<file path="src/rtl/rt16_pkg.sv">
package rt16_pkg;
  localparam int DATA_W = 8;

  typedef struct packed {
    logic [1:0] rt_data;
    logic       rt_en;
    logic       pulse_mode;
    logic       fall_edge;
    logic       ext_src;
    logic       latch_only;
    logic       stop;
  } ctrl_t;

  typedef enum logic [1:0] {
    REG_LO   = 2'd0,
    REG_HI   = 2'd1,
    REG_CTRL = 2'd2,
    REG_NONE = 2'd3
  } reg_sel_e;

  localparam ctrl_t CTRL_RESET = '{rt_data: 2'b00, rt_en: 1'b0, pulse_mode: 1'b0,
                                   fall_edge: 1'b0, ext_src: 1'b0, latch_only: 1'b0,
                                   stop: 1'b1};
endpackage

</file>
<file path="src/rtl/rt16_prescaler.sv">
module rt16_prescaler #(
  parameter int DIV = 16
) (
  input  logic clk,
  input  logic rst_n,
  output logic tick_o
);
  generate
    if (DIV <= 1) begin : g_bypass
      assign tick_o = 1'b1;
    end else begin : g_div
      localparam int PW = $clog2(DIV);
      logic [PW-1:0] cnt_q, cnt_d;
      logic          wrap;

      always_comb begin
        wrap  = (cnt_q == PW'(DIV - 1));
        cnt_d = wrap ? '0 : cnt_q + 1'b1;
      end

      always_ff @(posedge clk or negedge rst_n) begin
        if (!rst_n) cnt_q <= '0;
        else        cnt_q <= cnt_d;
      end

      assign tick_o = wrap;

      // pulses are at least two clocks apart
      assert_tick_spacing_R6: assert property (@(posedge clk) disable iff (!rst_n)
        tick_o |=> !tick_o);
    end
  endgenerate
endmodule

</file>
<file path="src/rtl/rt16_edge_sync.sv">
module rt16_edge_sync #(
  parameter int STAGES = 2
) (
  input  logic clk,
  input  logic rst_n,
  input  logic pin_i,
  output logic rise_o,
  output logic fall_o
);
  logic [STAGES-1:0] sync_q, sync_d;
  logic              prev_q;

  always_comb begin
    sync_d = {sync_q[STAGES-2:0], pin_i};
  end

  always_ff @(posedge clk or negedge rst_n) begin
    if (!rst_n) begin
      sync_q <= '0;
      prev_q <= 1'b0;
    end else begin
      sync_q <= sync_d;
      prev_q <= sync_q[STAGES-1];
    end
  end

  assign rise_o = sync_q[STAGES-1] & ~prev_q;
  assign fall_o = ~sync_q[STAGES-1] & prev_q;

  // a detected edge never reads as both polarities
  assert_edge_excl_R7: assert property (@(posedge clk) disable iff (!rst_n)
    !(rise_o && fall_o));
endmodule

</file>
<file path="src/rtl/rt16_core.sv">
module rt16_core #(
  parameter int DATA_W = 8,
  parameter int RT_W   = 2
) (
  input  logic                  clk,
  input  logic                  rst_n,
  input  logic                  pulse_i,
  input  logic                  stop_i,
  input  logic                  latch_only_i,
  input  logic                  rt_en_i,
  input  logic [RT_W-1:0]       rt_data_i,
  input  logic                  load_i,
  input  logic [2*DATA_W-1:0]   load_val_i,
  input  logic                  ctrl_wr_i,
  input  logic                  tff_init_i,
  input  logic                  irq_clr_i,
  output logic [2*DATA_W-1:0]   count_o,
  output logic                  irq_o,
  output logic                  tff_o,
  output logic [RT_W-1:0]       rt_o
);
  localparam int CNT_W = 2 * DATA_W;

  logic [CNT_W-1:0] count_q, count_d;
  logic [CNT_W-1:0] reload_q, reload_d;
  logic             irq_q, irq_d;
  logic             tff_q, tff_d;
  logic [RT_W-1:0]  rt_q, rt_d;
  logic             count_go, underflow;

  always_comb begin
    count_go  = pulse_i && !stop_i && !load_i;
    underflow = count_go && (count_q == '0);

    count_d = count_q;
    if (load_i && !latch_only_i) count_d = load_val_i;
    else if (underflow)          count_d = reload_q;
    else if (count_go)           count_d = count_q - 1'b1;

    reload_d = load_i ? load_val_i : reload_q;

    irq_d = irq_q;
    if (underflow)      irq_d = 1'b1;
    else if (irq_clr_i) irq_d = 1'b0;

    tff_d = tff_q;
    if (ctrl_wr_i)      tff_d = tff_init_i;
    else if (underflow) tff_d = ~tff_q;

    rt_d = (underflow && rt_en_i) ? rt_data_i : rt_q;
  end

  always_ff @(posedge clk or negedge rst_n) begin
    if (!rst_n) begin
      count_q  <= '0;
      reload_q <= '0;
      irq_q    <= 1'b0;
      tff_q    <= 1'b0;
      rt_q     <= '0;
    end else begin
      count_q  <= count_d;
      reload_q <= reload_d;
      irq_q    <= irq_d;
      tff_q    <= tff_d;
      rt_q     <= rt_d;
    end
  end

  assign count_o = count_q;
  assign irq_o   = irq_q;
  assign tff_o   = tff_q;
  assign rt_o    = rt_q;

  // an ordinary pulse decrements by one
  assert_decrement_R2: assert property (@(posedge clk) disable iff (!rst_n)
    (pulse_i && !stop_i && !load_i && count_q != '0) |=> count_q == $past(count_q) - 1'b1);
  // an underflow refills from the reload register
  assert_reload_R2: assert property (@(posedge clk) disable iff (!rst_n)
    (pulse_i && !stop_i && !load_i && count_q == '0) |=> count_q == $past(reload_q));
  // an underflow leaves the flag set
  assert_irq_set_R3: assert property (@(posedge clk) disable iff (!rst_n)
    (pulse_i && !stop_i && !load_i && count_q == '0) |=> irq_q);
  // an underflow without a control write inverts the toggle
  assert_toggle_R8: assert property (@(posedge clk) disable iff (!rst_n)
    (pulse_i && !stop_i && !load_i && count_q == '0 && !ctrl_wr_i) |=> tff_q != $past(tff_q));
  // an enabled underflow loads the preset bits
  assert_rt_load_R9: assert property (@(posedge clk) disable iff (!rst_n)
    (pulse_i && !stop_i && !load_i && count_q == '0 && rt_en_i) |=> rt_q == $past(rt_data_i));
  // the counter holds while stopped
  assert_stop_hold_R10: assert property (@(posedge clk) disable iff (!rst_n)
    (stop_i && !load_i) |=> count_q == $past(count_q));
  // a full write lands in the counter whatever pulse comes with it
  assert_load_wins_R11: assert property (@(posedge clk) disable iff (!rst_n)
    (load_i && !latch_only_i) |=> count_q == $past(load_val_i));
  // a reload-only write leaves the counter untouched by itself
  assert_latch_only_R5: assert property (@(posedge clk) disable iff (!rst_n)
    (load_i && latch_only_i) |=> count_q == $past(count_q));
endmodule

</file>
<file path="src/rtl/reload_timer16.sv">
module reload_timer16 #(
  parameter int PRESCALE    = 16,
  parameter int SYNC_STAGES = 2
) (
  input  logic       clk,
  input  logic       rst_n,
  input  logic       wr_en,
  input  logic       rd_en,
  input  logic [1:0] addr,
  input  logic [7:0] wdata,
  output logic [7:0] rdata,
  input  logic       irq_clr,
  input  logic       ext_cnt_in,
  output logic       irq_flag,
  output logic       pulse_out,
  output logic [1:0] rt_port
);
  import rt16_pkg::*;
  localparam int CNT_W = 2 * DATA_W;

  // reset: asserted asynchronously, released on the clock
  logic [1:0] rst_sync_q;
  logic       rst_int_n;
  always_ff @(posedge clk or negedge rst_n) begin
    if (!rst_n) rst_sync_q <= 2'b00;
    else        rst_sync_q <= {rst_sync_q[0], 1'b1};
  end
  assign rst_int_n = rst_sync_q[1];

  // bus decode
  reg_sel_e sel;
  logic     wr_lo, wr_hi, wr_ctrl, rd_hi;
  always_comb begin
    sel     = reg_sel_e'(addr);
    wr_lo   = wr_en && (sel == REG_LO);
    wr_hi   = wr_en && (sel == REG_HI);
    wr_ctrl = wr_en && (sel == REG_CTRL);
    rd_hi   = rd_en && (sel == REG_HI);
  end

  ctrl_t             ctrl_q, ctrl_d;
  logic [DATA_W-1:0] hold_q, hold_d;
  logic [DATA_W-1:0] shadow_q, shadow_d;
  logic [CNT_W-1:0]  count;

  always_comb begin
    ctrl_d   = wr_ctrl ? ctrl_t'(wdata) : ctrl_q;
    hold_d   = wr_lo ? wdata : hold_q;
    shadow_d = rd_hi ? count[DATA_W-1:0] : shadow_q;
  end

  always_ff @(posedge clk or negedge rst_int_n) begin
    if (!rst_int_n) begin
      ctrl_q   <= CTRL_RESET;
      hold_q   <= '0;
      shadow_q <= '0;
    end else begin
      ctrl_q   <= ctrl_d;
      hold_q   <= hold_d;
      shadow_q <= shadow_d;
    end
  end

  // count pulse sources
  logic presc_tick, ext_rise, ext_fall, ext_pulse, count_pulse;

  rt16_prescaler #(.DIV(PRESCALE)) u_presc (
    .clk    (clk),
    .rst_n  (rst_int_n),
    .tick_o (presc_tick)
  );

  rt16_edge_sync #(.STAGES(SYNC_STAGES)) u_sync (
    .clk    (clk),
    .rst_n  (rst_int_n),
    .pin_i  (ext_cnt_in),
    .rise_o (ext_rise),
    .fall_o (ext_fall)
  );

  always_comb begin
    ext_pulse   = ctrl_q.fall_edge ? ext_fall : ext_rise;
    count_pulse = ctrl_q.ext_src ? ext_pulse : presc_tick;
  end

  logic tff;

  rt16_core #(.DATA_W(DATA_W), .RT_W(2)) u_core (
    .clk          (clk),
    .rst_n        (rst_int_n),
    .pulse_i      (count_pulse),
    .stop_i       (ctrl_q.stop),
    .latch_only_i (ctrl_q.latch_only),
    .rt_en_i      (ctrl_q.rt_en),
    .rt_data_i    (ctrl_q.rt_data),
    .load_i       (wr_hi),
    .load_val_i   ({wdata, hold_q}),
    .ctrl_wr_i    (wr_ctrl),
    .tff_init_i   (wdata[3]),
    .irq_clr_i    (irq_clr),
    .count_o      (count),
    .irq_o        (irq_flag),
    .tff_o        (tff),
    .rt_o         (rt_port)
  );

  assign pulse_out = ctrl_q.pulse_mode & tff;

  always_comb begin
    unique case (sel)
      REG_LO:   rdata = shadow_q;
      REG_HI:   rdata = count[CNT_W-1:DATA_W];
      REG_CTRL: rdata = ctrl_q;
      default:  rdata = '0;
    endcase
  end

  // a high-byte read freezes the low byte seen at that moment
  assert_shadow_R4: assert property (@(posedge clk) disable iff (!rst_int_n)
    rd_hi |=> shadow_q == $past(count[DATA_W-1:0]));
  // the holding byte changes only on a low-byte write
  assert_hold_R5: assert property (@(posedge clk) disable iff (!rst_int_n)
    !wr_lo |=> hold_q == $past(hold_q));
  // with pulse mode off the pin stays low
  assert_pulse_off_R8: assert property (@(posedge clk) disable iff (!rst_int_n)
    !ctrl_q.pulse_mode |-> !pulse_out);
endmodule

</file>
<file path="config.mk">
export PLATFORM = sky130hd
export DESIGN_NAME = reload_timer16
export DESIGN_NICKNAME = d
export VERILOG_FILES = /design/src/rtl/rt16_pkg.sv /design/src/rtl/rt16_prescaler.sv /design/src/rtl/rt16_edge_sync.sv /design/src/rtl/rt16_core.sv /design/src/rtl/reload_timer16.sv
export SDC_FILE = /design/constraint.sdc
export NUM_CORES = 1
export LEC_CHECK = 0
export ABC_AREA = 1
export BUFFER_PORTS_ARGS = -buffer_cell sky130_fd_sc_hd__buf_2
export CORE_UTILIZATION = 51
export DETAILED_ROUTE_END_ITERATION = 6
export PLACE_DENSITY = 0.69
export SLEW_MARGIN = 5
export SYNTH_ARGS = -nofsm -noshare
export SYNTH_HDL_FRONTEND = slang
export SYNTH_SLANG_ARGS = --single-unit
</file>
<file path="constraint.sdc">
create_clock -name clk -period 2.23 [get_ports clk]
set_input_delay 0.223 -clock clk [delete_from_list [all_inputs] [get_ports clk]]
set_output_delay 0.223 -clock clk [all_outputs]
set_load 0.01 [all_outputs]
</file>
After elaboration in Yosys (flattened, before gate mapping)
Index checks and enable logic that the tools add are counted.
{ "word_totals": {"word_cells": 57, "memories": 0, "ramBits": 0, "out_inout_bits": 12, "inputBits": 16, "rom_bits": 0, "latchBits": 0, "regBits": 69} }
{ "classes": {"n_eq_ne": 3, "reduce_logical": 17, "div_mod_pow": 0, "n_shift": 0, "n_bitwise": 6, "multipliers": 0, "addsub": 2, "n_mux": 11, "magnitude_cmp": 0} }
{ "op_table": {"columns": ["cell", "n"], "rows": [
  ["$mux 16", 3],
  ["$pmux 8 s3", 1],
  ["$logic_not 16->1", 1],
  ["$sub 16x1->16 const B", 1],
  ["$logic_and 1x1->1", 9],
  ["$mux 1", 6],
  ["$add 4x1->4 const B", 1],
  ["$eq 4x4->1 const B", 1],
  ["$mux 4", 1],
  ["$reduce_bool 2->1", 2],
  ["$and 1x1->1", 3],
  ["$logic_not 1->1", 3],
  ["$not 1->1", 3],
  ["$reduce_bool 3->1", 1],
  ["$eq 2x1->1 const B", 1],
  ["$eq 2x2->1 const B", 1],
  ["$logic_not 2->1", 1]
]} }

Logic depth before layout (Yosys ltp)
Gate-level depths: netlist of the first run.
{ "depth": {"word_depth": 9, "depth_mapped": 11, "depth_no_buf": 11} }

Cells and area by module
From an unflattened synthesis of the first run, not the netlist that was laid out.
{ "hier_totals": {"cells_unflattened": 519, "hier_area_um2": 3883.7} }
{ "modules_own_cells": {"columns": ["module", "n_inst", "cells_per_inst", "seq_area_each_um2", "area_each_um2"], "rows": [
  ["rt16_core", 1, 334, 900.9, 2290.9],
  ["reload_timer16", 1, 161, 651.9, 1333.8],
  ["rt16_prescaler", 1, 17, 100.1, 168.9],
  ["rt16_edge_sync", 1, 7, 75.1, 90.1]
]} }

Worst setup path after synthesis of the first run
No wires, ideal clock.
{ "synth_path": {"path_type": "flip-flop to flip-flop", "from": "reg u_core.count_q[0], in the netlist u_core.count_o[0]", "to": "reg u_core.count_q[12], in the netlist u_core.count_o[12]", "required_ns": 2.114, "setup_ns": 0.116, "t_arrival_ns": 1.448, "period_less_slack_ns": 1.564, "path_stages_with_launch": 10, "slack_ns": 0.666, "path_buffers": 0, "path_cell_list": "dfrtp_1 > inv_1 > ha_1 > nand3_1 > nor2_4 > nand3_2 > nor2_2 > nand2_1 > nand2_1 > nand2_1"} }
{ "synth_between": {"elab_chain_cells": 4, "elab_cells_between_ends": 7, "classes_between": "add/sub: 1; mux: 3; reduce/logical: 3"} }
{ "synth_rtl": {"columns": ["element", "line", "source"], "rows": [
  ["start: declaration", "rt16_core.sv:24", "logic [CNT_W-1:0] count_q, count_d;"],
  ["start signal: assignment", "rt16_core.sv:61", "count_q <= count_d;"],
  ["$sub 16x1->16 / $logic_not 16->1 (equally long branches)", "rt16_core.sv:38, rt16_core.sv:33", null],
  ["$mux 16 / $logic_and 1x1->1 (equally long branches)", "rt16_core.sv:38, rt16_core.sv:33", null],
  ["$mux 16", "rt16_core.sv:37", "else if (underflow) count_d = reload_q;"],
  ["$mux 16", "rt16_core.sv:36", "if (load_i && !latch_only_i) count_d = load_val_i;"]
]} }
Parallel ways exist; a longest one is shown, timed or not. The select of a mux whose other input is x is not followed.
A chain may end at the register's enable or synchronous reset.

Worst setup path in the final report of the first run
{ "layout_path": {"from": "reg u_presc.g_div.cnt_q[0]", "to": "reg u_core.count_q[15], in the netlist u_core.count_o[15]"} }
{ "layout_between": {"elab_chain_cells": 7, "elab_cells_between_ends": 8, "classes_between": "eq/ne: 1; mux: 3; reduce/logical: 4"} }
{ "layout_rtl": {"columns": ["element", "line", "source"], "rows": [
  ["start: declaration", "rt16_prescaler.sv:13", "logic [PW-1:0] cnt_q, cnt_d;"],
  ["start signal: assignment", "rt16_prescaler.sv:23", "else cnt_q <= cnt_d;"],
  ["$eq 4x4->1 *", "rt16_prescaler.sv:17", "wrap = (cnt_q == PW'(DIV - 1));"],
  ["$mux 1 *", "reload_timer16.sv:83", "count_pulse = ctrl_q.ext_src ? ext_pulse : presc_tick;"],
  ["$logic_and 1x1->1 * (2 in series)", "rt16_core.sv:32", "count_go = pulse_i && !stop_i && !load_i;"],
  ["$logic_and 1x1->1", "rt16_core.sv:33", "underflow = count_go && (count_q == '0);"],
  ["$mux 16", "rt16_core.sv:37", null],
  ["$mux 16", "rt16_core.sv:36", null]
]} }
Mark *: on every way between the ends. The rest lies on a longest branch, timed or not.

==> summary.md, run 1 <==
| Metric | Value |
|---|---|
| # DRC | 0 |
| Most area-consuming cells after synthesis | dfrtp_1, nand2_1, inv_1 |
| Internal power | between 2000 and 3000 uW |
| Max Clock Skew | slightly below 0.006 ns |
| Sequential share of power | 0.408 |
| Crit path time final | 1.787 ns |
| Syn nets | roughly 500 |
| Wire length of the first global-routing pass | ~15 mm |
| Critical setup path kind | reg2reg |
| Post-synth EDFFs | 0 |
| Area leader, netlist | dfrtp_1 |
| P per Cell Area | between 1000 and 1500 nW/um^2 |
| Final Cycle Share | 0.8013 |
| Yosys warnings | 0 |
| Fin cells | between 600 and 700 |
| Top cell type's share of synthesized area | 0.4678 |
| Fin util | 0.6040 |
| GR Overflow Total | 0 |
| Clock Sinks | just under 70 |
| DP Cell Count | ~600 |
| Worst hold path class | in2reg |
| NumNets Final | roughly 540 |
| Hold slack | 0.08085 ns |
| Die W | approximately 86 um |
| Clock Latency Late Sink | between 0.3 and 0.4 ns |
| Final setup fails | 0 |
| Total of max-cap violations | 0 |
| Routed Antenna Nets | 0 |
| Synth Flop Type | dfrtp_1 |
| Crit path required time | about 2.5 ns |
| Slowest stage delay, CP | between 0.3 and 0.4 ns |
| Lkg Pwr | 0.002165 uW |
| Vias/cell | ~5 |
| Crit path launch type | flip-flop |
| Commonest cells post-synth | nand2_1, inv_1, dfrtp_1 |
| Placer Congestion | between 0.9 and 1 |
| Most frequent CP cell | nand2_1 |
| Starting DRT DRC Count | between 200 and 300 |
| Worst-path clk slew | 0.08 ns |
| Seq/Total Area, Yosys | 0.4751 |
| Final Hold Vio Count | 0 |
| NetSw | 1748 uW |
| Logic pwr share | 0.322 |
| Die Span Y | a little under 90 um |
| # rows | 30 |
| Slew @ Worst Pin | approximately 0.66 ns |
| R2R Setup Slk | about 0.44 ns |
| Tot GR Track Use | 0.2744 |
| Number of global-route vias before repair | about 3,000 |
| Largest net degree at the start of global routing | 39 |
| Post-Synthesis Cells | 484 |
| Setup TNS | 0 ns |
| Fin. max-slew vios | 0 |
| Cell with the most instances after synthesis | nand2_1 |
| Total CTS buffers | 9 |
| Buf/Inv on CP | 0 |
| Power share of the clock group | 0.270 |
| Clock Path Buffers | 2 |
| Routed len/inst | 14.73 um |
| Initial DRT Pass Iterations | 4 |
| Critical path arrival | a little over 2 ns |
| CTS tree | yes |
| Clk root buf | clkbuf_8 |
| Final HPWL from detailed placement | 6.889 mm |
| Total wire length | slightly above 9 mm |
| Cell area after synthesis | 3637 sq um |
| Share of cells above drive strength 1 | 0.1434 |
| Number of port buffers | 27 |
| Die Area | between 7000 and 8000 sq um |
| Slowest stage cell, crit path | dfrtp_1 |
| CP Capture Type | flip-flop |
| Status | finished clean |
| RSZ-0062 raised after global routing | no |
| Crit-path cells | ha_1, nand3_1, nand2_1, nand3_1, nor2_4, nand2_2, nand2_1, nand2_1, nand2_1, nand2_1 |
| I/O Pins | 28 |
| # diodes | 0 |
| Mean Syn Cell Area | about 7.5 sq um |
| Core area | 6832 sq um |
| Ys async rst share | 1.000 |
| Initial core utilization | 0.5324 |
| CP max FO | 10 |
| Fmax | around 0.56 GHz |
| Layout area overhead | 13.45% |
| Post-synth cell types | 30 |
| Register bit count reported by yosys | 69 |
| Vias | a little over 3,000 |
| Slew Limit Headroom | 0.5574 |
| Worst VDD drop | roughly 0.56 mV |
| Sw frac | 0.3932 |
| H-Tree Depth | 3 |
| Initial antenna violation count | 0 |
| Delay-heaviest family, CP | simple AND/OR/NAND/NOR gates |
## flip-flops by register name, summed over array words and instances, names as in the netlist
name / count
shadow_q: 8
u_sync.sync_q: 2
u_presc.g_div.cnt_q: 4
hold_q: 8
u_core.rt_o: 2
rst_sync_q: 2
u_core.count_o: 16
ctrl_q: 8
u_core.irq_o: 1
u_sync.prev_q: 1
u_core.tff_o: 1
u_core.reload_q: 16
## metrics by stage
stage               total power, uW  setup WS (ns)  area (sq um)
global route                   4738         0.2350          4126
detailed placement             3240         0.4500          3876
global placement               3214         0.5230          3876
finish                         4444         0.4432          4126
floorplan                      2821         0.1681          3637
CTS                            4434         0.4475          4126
## power by group through the flow
| stage | clock network [uW] | logic [uW] | registers, uW |
|---|---|---|---|
| floorplan | 0 | 1070 | 1750 |
| global placement | 0 | 1390 | 1820 |
| detailed placement | 0 | 1410 | 1830 |
| CTS | 1200 | 1420 | 1810 |
| global route | 1260 | 1620 | 1850 |
| finish | 1200 | 1430 | 1810 |
## metal layers
metal,share of wire,track usage,vias to the layer above
li1,-,-,1567
met1,0.48,0.3794,1454
met2,0.44,0.4185,68
met3,0.063,0.07524,16
met4,0.021,0.09242,0
met5,0,0,-
## path summary, 6_finish.rpt
kind,cells past startpoint,to,startpoint
worst min register to register,0,ctrl_q[7],rst_sync_q[1]
worst min-delay path,2,u_core.irq_o,irq_clr
min in group asynchronous,2,rst_sync_q[1],rst_n
worst max-delay path,10,u_core.count_o[15],u_presc.g_div.cnt_q[0]
max in group asynchronous,1,u_core.reload_q[1],rst_sync_q[1]
worst max register to register,10,u_core.count_o[15],u_presc.g_div.cnt_q[0]
## cells in the final DEF, fill, tap and decap left out, drive strengths merged, types with 5 or more instances in the layout
master	netlist	layout
buf	2	29
clkbuf	6	10
dfrtp	68	68
inv	85	87
nand2	176	176
nand3	24	24
nand4	6	6
nor2	32	32
o21ai	59	59
o221ai	5	5
xor2	8	8
## logic make-up after synthesis
family,count (synthesis),share of synthesized area
xor+xnor,8,0.01926
flops,69,0.4751
mux,1,0.003096
buf+inv,94,0.1022
other cells,1,0.001031
simple gates,238,0.2835
fa+ha+maj,2,0.006879
compound gates,71,0.1090
## repair_timing
action,4_1_cts,5_1_grt
endpoints found under the hold margin,3,0
buffers inserted,0,0
endpoints found under the setup margin,0,0
gates resized for setup,0,0
hold buffers,2,0
## area by class of cell
type                    instances  area, sq um
fillers                       649         2705
clock buffers                  10        137.6
repair buffers                 31        182.7
flip-flops and latches         69         1729
clock inverters                 6        92.59
multi-input cells             321         1538
inverters                      86        326.6
well taps                      96        120.1
No activity file was read; power rests on OpenSTA's default activity.
==> run 2, diff against run 1 <==
- PLACE_DENSITY: 0.69 -> 0.72
- clock period: 2.23 -> 1.5 ns (I/O delays scaled with it)
==> summary.md, run 2 (synthesis results as in run 1) <==
| Metric | Value |
|---|---|
| Status | finished with violations |
| Failing checks | setup timing |
| Buf/Inv on CP | 1 (+1) |
| Total wire length | 10.41 mm (+14%) |
| Die W | 86.45 um (unchanged) |
| Worst VDD drop | 0.7287 mV (+30%) |
| Most frequent CP cell | nand2_1 |
| CP Capture Type | flip-flop |
| Worst Hold Path EP | ctrl_q[0] |
| Critical setup path kind | reg2reg |
| Final HPWL from detailed placement | 6.952 mm (+0.92%) |
| Commonest non-fill, non-tap cell in the layout | nand2_1 |
| Worst R2R Start | u_presc.g_div.cnt_q[0] |
| Lkg Pwr | 0.002387 uW (+10%) |
| # diodes | 0 (unchanged) |
| Share of cells above drive strength 1 | 0.3057 (+0.1623) |
| RSZ-0062 raised after global routing | yes |
| Clock Sinks | 69 (unchanged) |
| NumNets Final | 579 (+8.0%) |
| Commonest non-fill, non-tap cells in the layout | nand2_1, inv_1, dfrtp_1 |
| Slew Limit Headroom | 0.6395 (+0.08217) |
| Power Total | 7702 uW (+73%) |
| Final setup fails | 7 (+7) |
| Fin. max-slew vios | 0 (unchanged) |
| Routed Antenna Nets | 0 (unchanged) |
| Starting DRT DRC Count | 478 (+63%) |
| R2R Setup Slk | -0.04 ns (-0.48 ns) |
| Worst setup margin | -0.03714 ns (-0.4803 ns) |
| H-Tree Depth | 3 (unchanged) |
| Setup TNS | -0.1004 ns (-0.1004 ns) |
| Final Cycle Share | 1.025 (+0.2235) |
| Crit path launch type | flip-flop |
| Core area | 6832 sq um (unchanged) |
| Number of global-route vias before repair | 3,212 (+6.1%) |
| Crit path required time | 1.75 ns (-0.73 ns) |
| Die Area | 7474 sq um (unchanged) |
| Worst hold path class | in2reg |
| Placer Congestion | 1.001 (+7.2%) |
| Critical path origin | u_presc.g_div.cnt_q[0] |
| Clk root buf | clkbuf_8 |
| Crit path time final | 1.537 ns (-0.2497 ns) |
| Delay-heaviest family, CP | simple AND/OR/NAND/NOR gates |
| GR Overflow Total | 0 (unchanged) |
| Max Clock Skew | 0.008598 ns (+0.002736 ns) |
| Total CTS buffers | 9 (unchanged) |
| Worst-path clk slew | 0.08 ns (about the same) |
| Hold depth | 3 (+1) |
| Slowest stage cell, crit path | dfrtp_1 |
| Crit-path cells | ha_2, nand3_2, nand2_4, nand3_4, nor2_4, buf_12, nand2_8, nand2_2, nand2_1, nand2_1, nand2_1 |
| Pre-CTS setup slack | -0.07369 ns (-0.5236 ns) |
| Routed len/inst | 15.73 um (+6.8%) |
| Post-Layout Inst Area | 4716 sq um (+14%) |
| Total of max-cap violations | 0 (unchanged) |
| Hold Crit Start | wdata[0] |
| Largest net degree at the start of global routing | 68 (+74%) |
| # DRC | 0 (unchanged) |
| Vias | 3,486 (+12%) |
| Clock Latency Late Sink | 0.36 ns (about the same) |
| Slew @ Worst Pin | 0.5394 ns (-0.1246 ns) |
| Tot GR Track Use | 0.2879 (+0.01350) |
| Initial core utilization | 0.5324 (unchanged) |
| Layout area overhead | 29.65% |
| Initial DRT Pass Iterations | 6 (+2) |
| Fmax | 0.6506 GHz (+16%) |
| Slowest stage delay, CP | 0.37 ns (about the same) |
| Die Span Y | 86.45 um (unchanged) |
| P per Cell Area | 1633 nW/um^2 (+52%) |
| CTS tree | yes |
| # rows | 30 (unchanged) |
| CP max FO | 8 (-2) |
| Critical path arrival | 1.79 ns (-0.25 ns) |
| Vias/cell | 5.266 (+5.0%) |
| Wire length of the first global-routing pass | 16.04 mm (+6.0%) |
| Clock Path Buffers | 2 (unchanged) |
| Final Hold Vio Count | 0 (unchanged) |
| Fin cells | 662 (+6.9%) |
| R2r worst-path depth | 11 (+1) |
| DP Cell Count | 630 (+4.8%) |
| Initial antenna violation count | 0 (unchanged) |
| I/O Pins | 28 (unchanged) |
| Dpl cell area | 4106 sq um (+5.9%) |
| R2R Path End | u_core.count_o[7] |
| Number of port buffers | 27 (unchanged) |
run 2: changes by cell type in the layout (fill, tap and decap cells not counted), sizes merged:
cell,delta
inv,-2
dlygate4sd3,+1
buf,+42
clkinvlp,-1
clkinv,+3
run 2: worst max-delay path by stage:
stage                    endpoint  depth (start not counted)
2_1_floorplan  u_core.count_o[12]                          9
3_3_place_gp   u_core.count_o[15]                         11
3_5_place_dp    u_core.count_o[7]                         10
4_1_cts        u_core.count_o[13]                         11
5_1_grt        u_core.count_o[15]                         11
6_report        u_core.count_o[7]                         11
run 2: cell type report:
type | count | area (sq um)
sequential | 69 | 1733
tap | 96 | 120.1
fill | 571 | 2116
clock inverter | 6 | 86.33
clock buffer | 10 | 137.6
multi-input combinational | 321 | 1758
timing repair buffer | 74 | 554.3
inverter | 86 | 326.6
run 2: worst min-delay path: stages:
cell and delay [ns]:
buf_2 0.11, inv_1 0.08, o21ai_0 0.09
run 2: per-stage QoR:
stage	hold WS, ns	utilization
finish	0.07359	0.6903
detailed placement	-0.06394	0.6011
global route	0.09658	0.6903
floorplan	-0.1456	-
global placement	-0.06546	0.6011
CTS	0.06718	0.6603
run 2: routing by layer:
metal	part of all wire	GRT usage	vias to the layer above	routed length, um
met4	0.025	0.1076	0	257
li1	-	-	1653	-
met2	0.46	0.4278	175	4797
met5	0	0	-	0
met1	0.43	0.4154	1626	4487
met3	0.084	0.06190	32	871
run 2: what timing repair did:
action / CTS / global route
hold buffers: 3 / 0
cloned: 1 / 0
endpoints found under the setup margin: 18 / 25
setup buffers: 5 / 7
resized for setup: 28 / 49
endpoints found under the hold margin: 4 / 0
pin swaps: 20 / 24
run 2: report_power, final:
part	total (uW)	leakage, uW	switching (uW)	internal [uW]
registers	2720	0.000866	408	2310
logic	3230	0.00141	1960	1270
clock network	1750	0.000112	769	978
==> run 3, diff against run 2 <==
- CELL_PAD_IN_SITES_DETAIL_PLACEMENT: not set -> 2
- CELL_PAD_IN_SITES_GLOBAL_PLACEMENT: not set -> 2
- CORE_UTILIZATION: 51 -> 32
- PLACE_DENSITY: 0.72 -> not set
- PLACE_DENSITY_LB_ADDON: not set -> 0.1
- SYNTH_HIERARCHICAL: not set -> 1
==> summary.md, run 3 <==
| Metric | Value |
|---|---|
| Worst setup margin | -0.3256 ns (-0.2884 ns) |
| CP Capture Type | flip-flop |
| Critical path arrival | 2.05 ns (+0.26 ns) |
| Power share of the clock group | 0.233 (+0.006) |
| GR Overflow Total | 0 (unchanged) |
| Fin. max-slew vios | 0 (unchanged) |
| Max Clock Skew | 0.005895 ns (-0.002703 ns) |
| Final setup fails | 20 (+13) |
| NumNets Final | 635 (+9.7%) |
| Crit path launch type | flip-flop |
| Failing checks | DRC, setup timing |
| Wire length of the first global-routing pass | 25.12 mm (+57%) |
| # DRC | 2 (+2) |
| Commonest non-fill, non-tap cells in the layout | nand2_1, dfrtp_1, buf_4 |
| Syn nets | 538 (+7.2%) |
| Worst VDD drop | 0.7429 mV (+2.0%) |
| Clock Latency Late Sink | 0.34 ns (-0.02 ns) |
| Clk root buf | clkbuf_16 |
| Core area | 11,610 sq um (+70%) |
| Top cell type's share of synthesized area | 0.4381 (-0.02969) |
| Mean Syn Cell Area | 7.483 sq um (-0.42%) |
| Number of port buffers | 27 (unchanged) |
| Total wire length | 17.29 mm (+66%) |
| Area leader, netlist | dfrtp_1 |
| Largest net degree at the start of global routing | 46 (-32%) |
| Tot GR Track Use | 0.2690 (-0.01885) |
| Ys async rst share | 1.000 (unchanged) |
| Sequential share of power | 0.312 (-0.042) |
| NetSw | 3728 uW (+19%) |
| Post-synth EDFFs | 0 (unchanged) |
| Final Cycle Share | 1.217 (+0.1923) |
| Commonest cells post-synth | nand2_1, nand3_1, inv_1 |
| Commonest non-fill, non-tap cell in the layout | nand2_1 |
| Yosys warnings | 6 (+6) |
| Worst hold path class | in2reg |
| Starting DRT DRC Count | 195 (-59%) |
| # diodes | 0 (unchanged) |
| Logic pwr share | 0.455 (+0.035) |
| Share of cells above drive strength 1 | 0.3108 (+0.005135) |
| Layout area overhead | 37.47% |
| Internal power | 5059 uW (+11%) |
| # rows | 39 (+30%) |
| Post-Synthesis Cells | 519 (+7.2%) |
| Status | finished with violations |
| Lkg Pwr | 0.002699 uW (+13%) |
| Sw frac | 0.4243 (+0.01712) |
| H-Tree Depth | 3 (unchanged) |
| Clock Sinks | 69 (unchanged) |
| Register bit count reported by yosys | 69 (unchanged) |
| Final HPWL from detailed placement | 11.34 mm (+63%) |
| Most area-consuming cells after synthesis | dfrtp_1, nand2_1, nand3_1 |
| Seq/Total Area, Yosys | 0.4449 (-0.03015) |
| Cell with the most instances after synthesis | nand2_1 |
| Number of global-route vias before repair | 4,440 (+38%) |
| CP max FO | 7 (-1) |
| P per Cell Area | 1646 nW/um^2 (+0.77%) |
| Die W | 112.2 um (+30%) |
| Final Hold Vio Count | 0 (unchanged) |
| Die Span Y | 112.2 um (+30%) |
| RSZ-0062 raised after global routing | yes |
| Critical setup path kind | reg2reg |
| Post-synth cell types | 30 (unchanged) |
| Setup TNS | -4.210 ns (-4.109 ns) |
| Initial core utilization | 0.3344 (-0.1980) |
| Total of max-cap violations | 0 (unchanged) |
| Die Area | 12,580 sq um (+68%) |
| Power Total | 8787 uW (+14%) |
| Clock Path Buffers | 2 (unchanged) |
| Worst-path clk slew | 0.06 ns (-0.02 ns) |
| Vias | 4,085 (+17%) |
| Placer Congestion | 0.8599 (-14%) |
| Routed Antenna Nets | 0 (unchanged) |
| I/O Pins | 28 (unchanged) |
| Fmax | 0.5478 GHz (-16%) |
| Routed len/inst | 22.64 um (+44%) |
| Total CTS buffers | 9 (unchanged) |
| Synth Flop Type | dfrtp_1 |
| Initial antenna violation count | 0 (unchanged) |
| Crit path required time | 1.73 ns (-0.02 ns) |
| Crit path time final | 1.826 ns (+0.2884 ns) |
| Initial DRT Pass Iterations | 6 (unchanged) |
| CTS tree | yes |
| Vias/cell | 5.347 (+1.5%) |
| Cell area after synthesis | 3884 sq um (+6.8%) |
-- run 3: power groups by stage --
stage / Sequential, uW / Combinational (uW) / Clock [uW]
floorplan: 2660 / 1710 / 0
global placement: 2730 / 3150 / 0
detailed placement: 2750 / 3320 / 0
CTS: 2720 / 3570 / 2040
global route: 2790 / 4310 / 2140
finish: 2750 / 4000 / 2040
-- run 3: what timing repair did --
item | 4_1_cts | 5_1_grt
gates cloned | 2 | 0
pin swaps | 5 | 20
hold endpoints to repair | 4 | 0
setup buffers | 6 | 6
endpoints found under the setup margin | 20 | 21
hold buffers | 3 | 0
resized for setup | 33 | 49
-- run 3: path summary, 6_finish.rpt --
path / from / end / slack, ns / depth (start not counted)
max: u_sync/sync_q[1] / u_core/count_o[1] / -0.33 / 14
min reg2reg: rst_sync_q[1] / u_presc/g_div.cnt_q[0] / 0.17 / 0
max reg2reg: u_sync/sync_q[1] / u_core/count_o[1] / -0.33 / 14
min in group asynchronous: rst_n / rst_sync_q[1] / 0.12 / 2
max in group asynchronous: rst_sync_q[1] / ctrl_q[0] / 0.74 / 1
min: wdata[5] / hold_q[5] / 0.11 / 3
-- run 3: per-layer routing --
| metal | track usage | wire [um] | vias up |
|---|---|---|---|
| met5 | 0 | 0 | - |
| met4 | 0.07200 | 295 | 0 |
| met3 | 0.04644 | 551 | 23 |
| met2 | 0.4646 | 8928 | 74 |
| met1 | 0.3478 | 7520 | 2111 |
| li1 | - | - | 1877 |
-- run 3: layout make-up --
type	instances	area (sq um)
fillers	1332	6275
multi-input cells	357	2038
flip-flops and latches	69	1729
repair buffers	107	835.8
inverters	72	285.3
clock buffers	13	250.2
well taps	143	178.9
clock inverters	3	21.27
-- run 3: worst max-delay path, stage by stage (launching register included) --
cell and delay (ns):
dfrtp_1 0.36, inv_1 0.06, nor2_1 0.10, inv_1 0.05, nand2_1 0.09, nand3_2 0.08, nand2_2 0.07, nand3b_1 0.12
buf_6 0.16, buf_6 0.13, nand2_8 0.08, buf_12 0.14, o21ai_1 0.06, nor2_1 0.14, nand2_1 0.07
-- run 3: stage by stage --
| step | worst slack, ns | util | cells | hold WS (ns) | instance area, sq um |
|---|---|---|---|---|---|
| 2_1_floorplan | -0.06972 | - | 519 | -0.1456 | 3911 |
| 3_3_place_gp | -0.2412 | 0.3967 | 731 | -0.06451 | 4607 |
| 3_5_place_dp | -0.3470 | 0.3967 | 731 | -0.06233 | 4607 |
| 4_1_cts | -0.2058 | 0.4384 | 758 | 0.1006 | 5091 |
| 5_1_grt | -0.4659 | 0.4597 | 764 | 0.1135 | 5339 |
| 6_report | -0.3256 | 0.4597 | 764 | 0.1070 | 5339 |
-- run 3: kinds of logic (layout without fill, tap and decap cells) --
group                      after synthesis  after routing  synth area share
adders and majority gates                3              3          0.009666
other                                    1              1         0.0009656
and+or+nand+nor                        298            299            0.3586
xor gates and xnor gates                 2              2          0.004511
buffers and inverters                   94            195            0.1079
AOI/OAI and AO/OA                       52             52           0.07345
DFF                                     69             69            0.4449
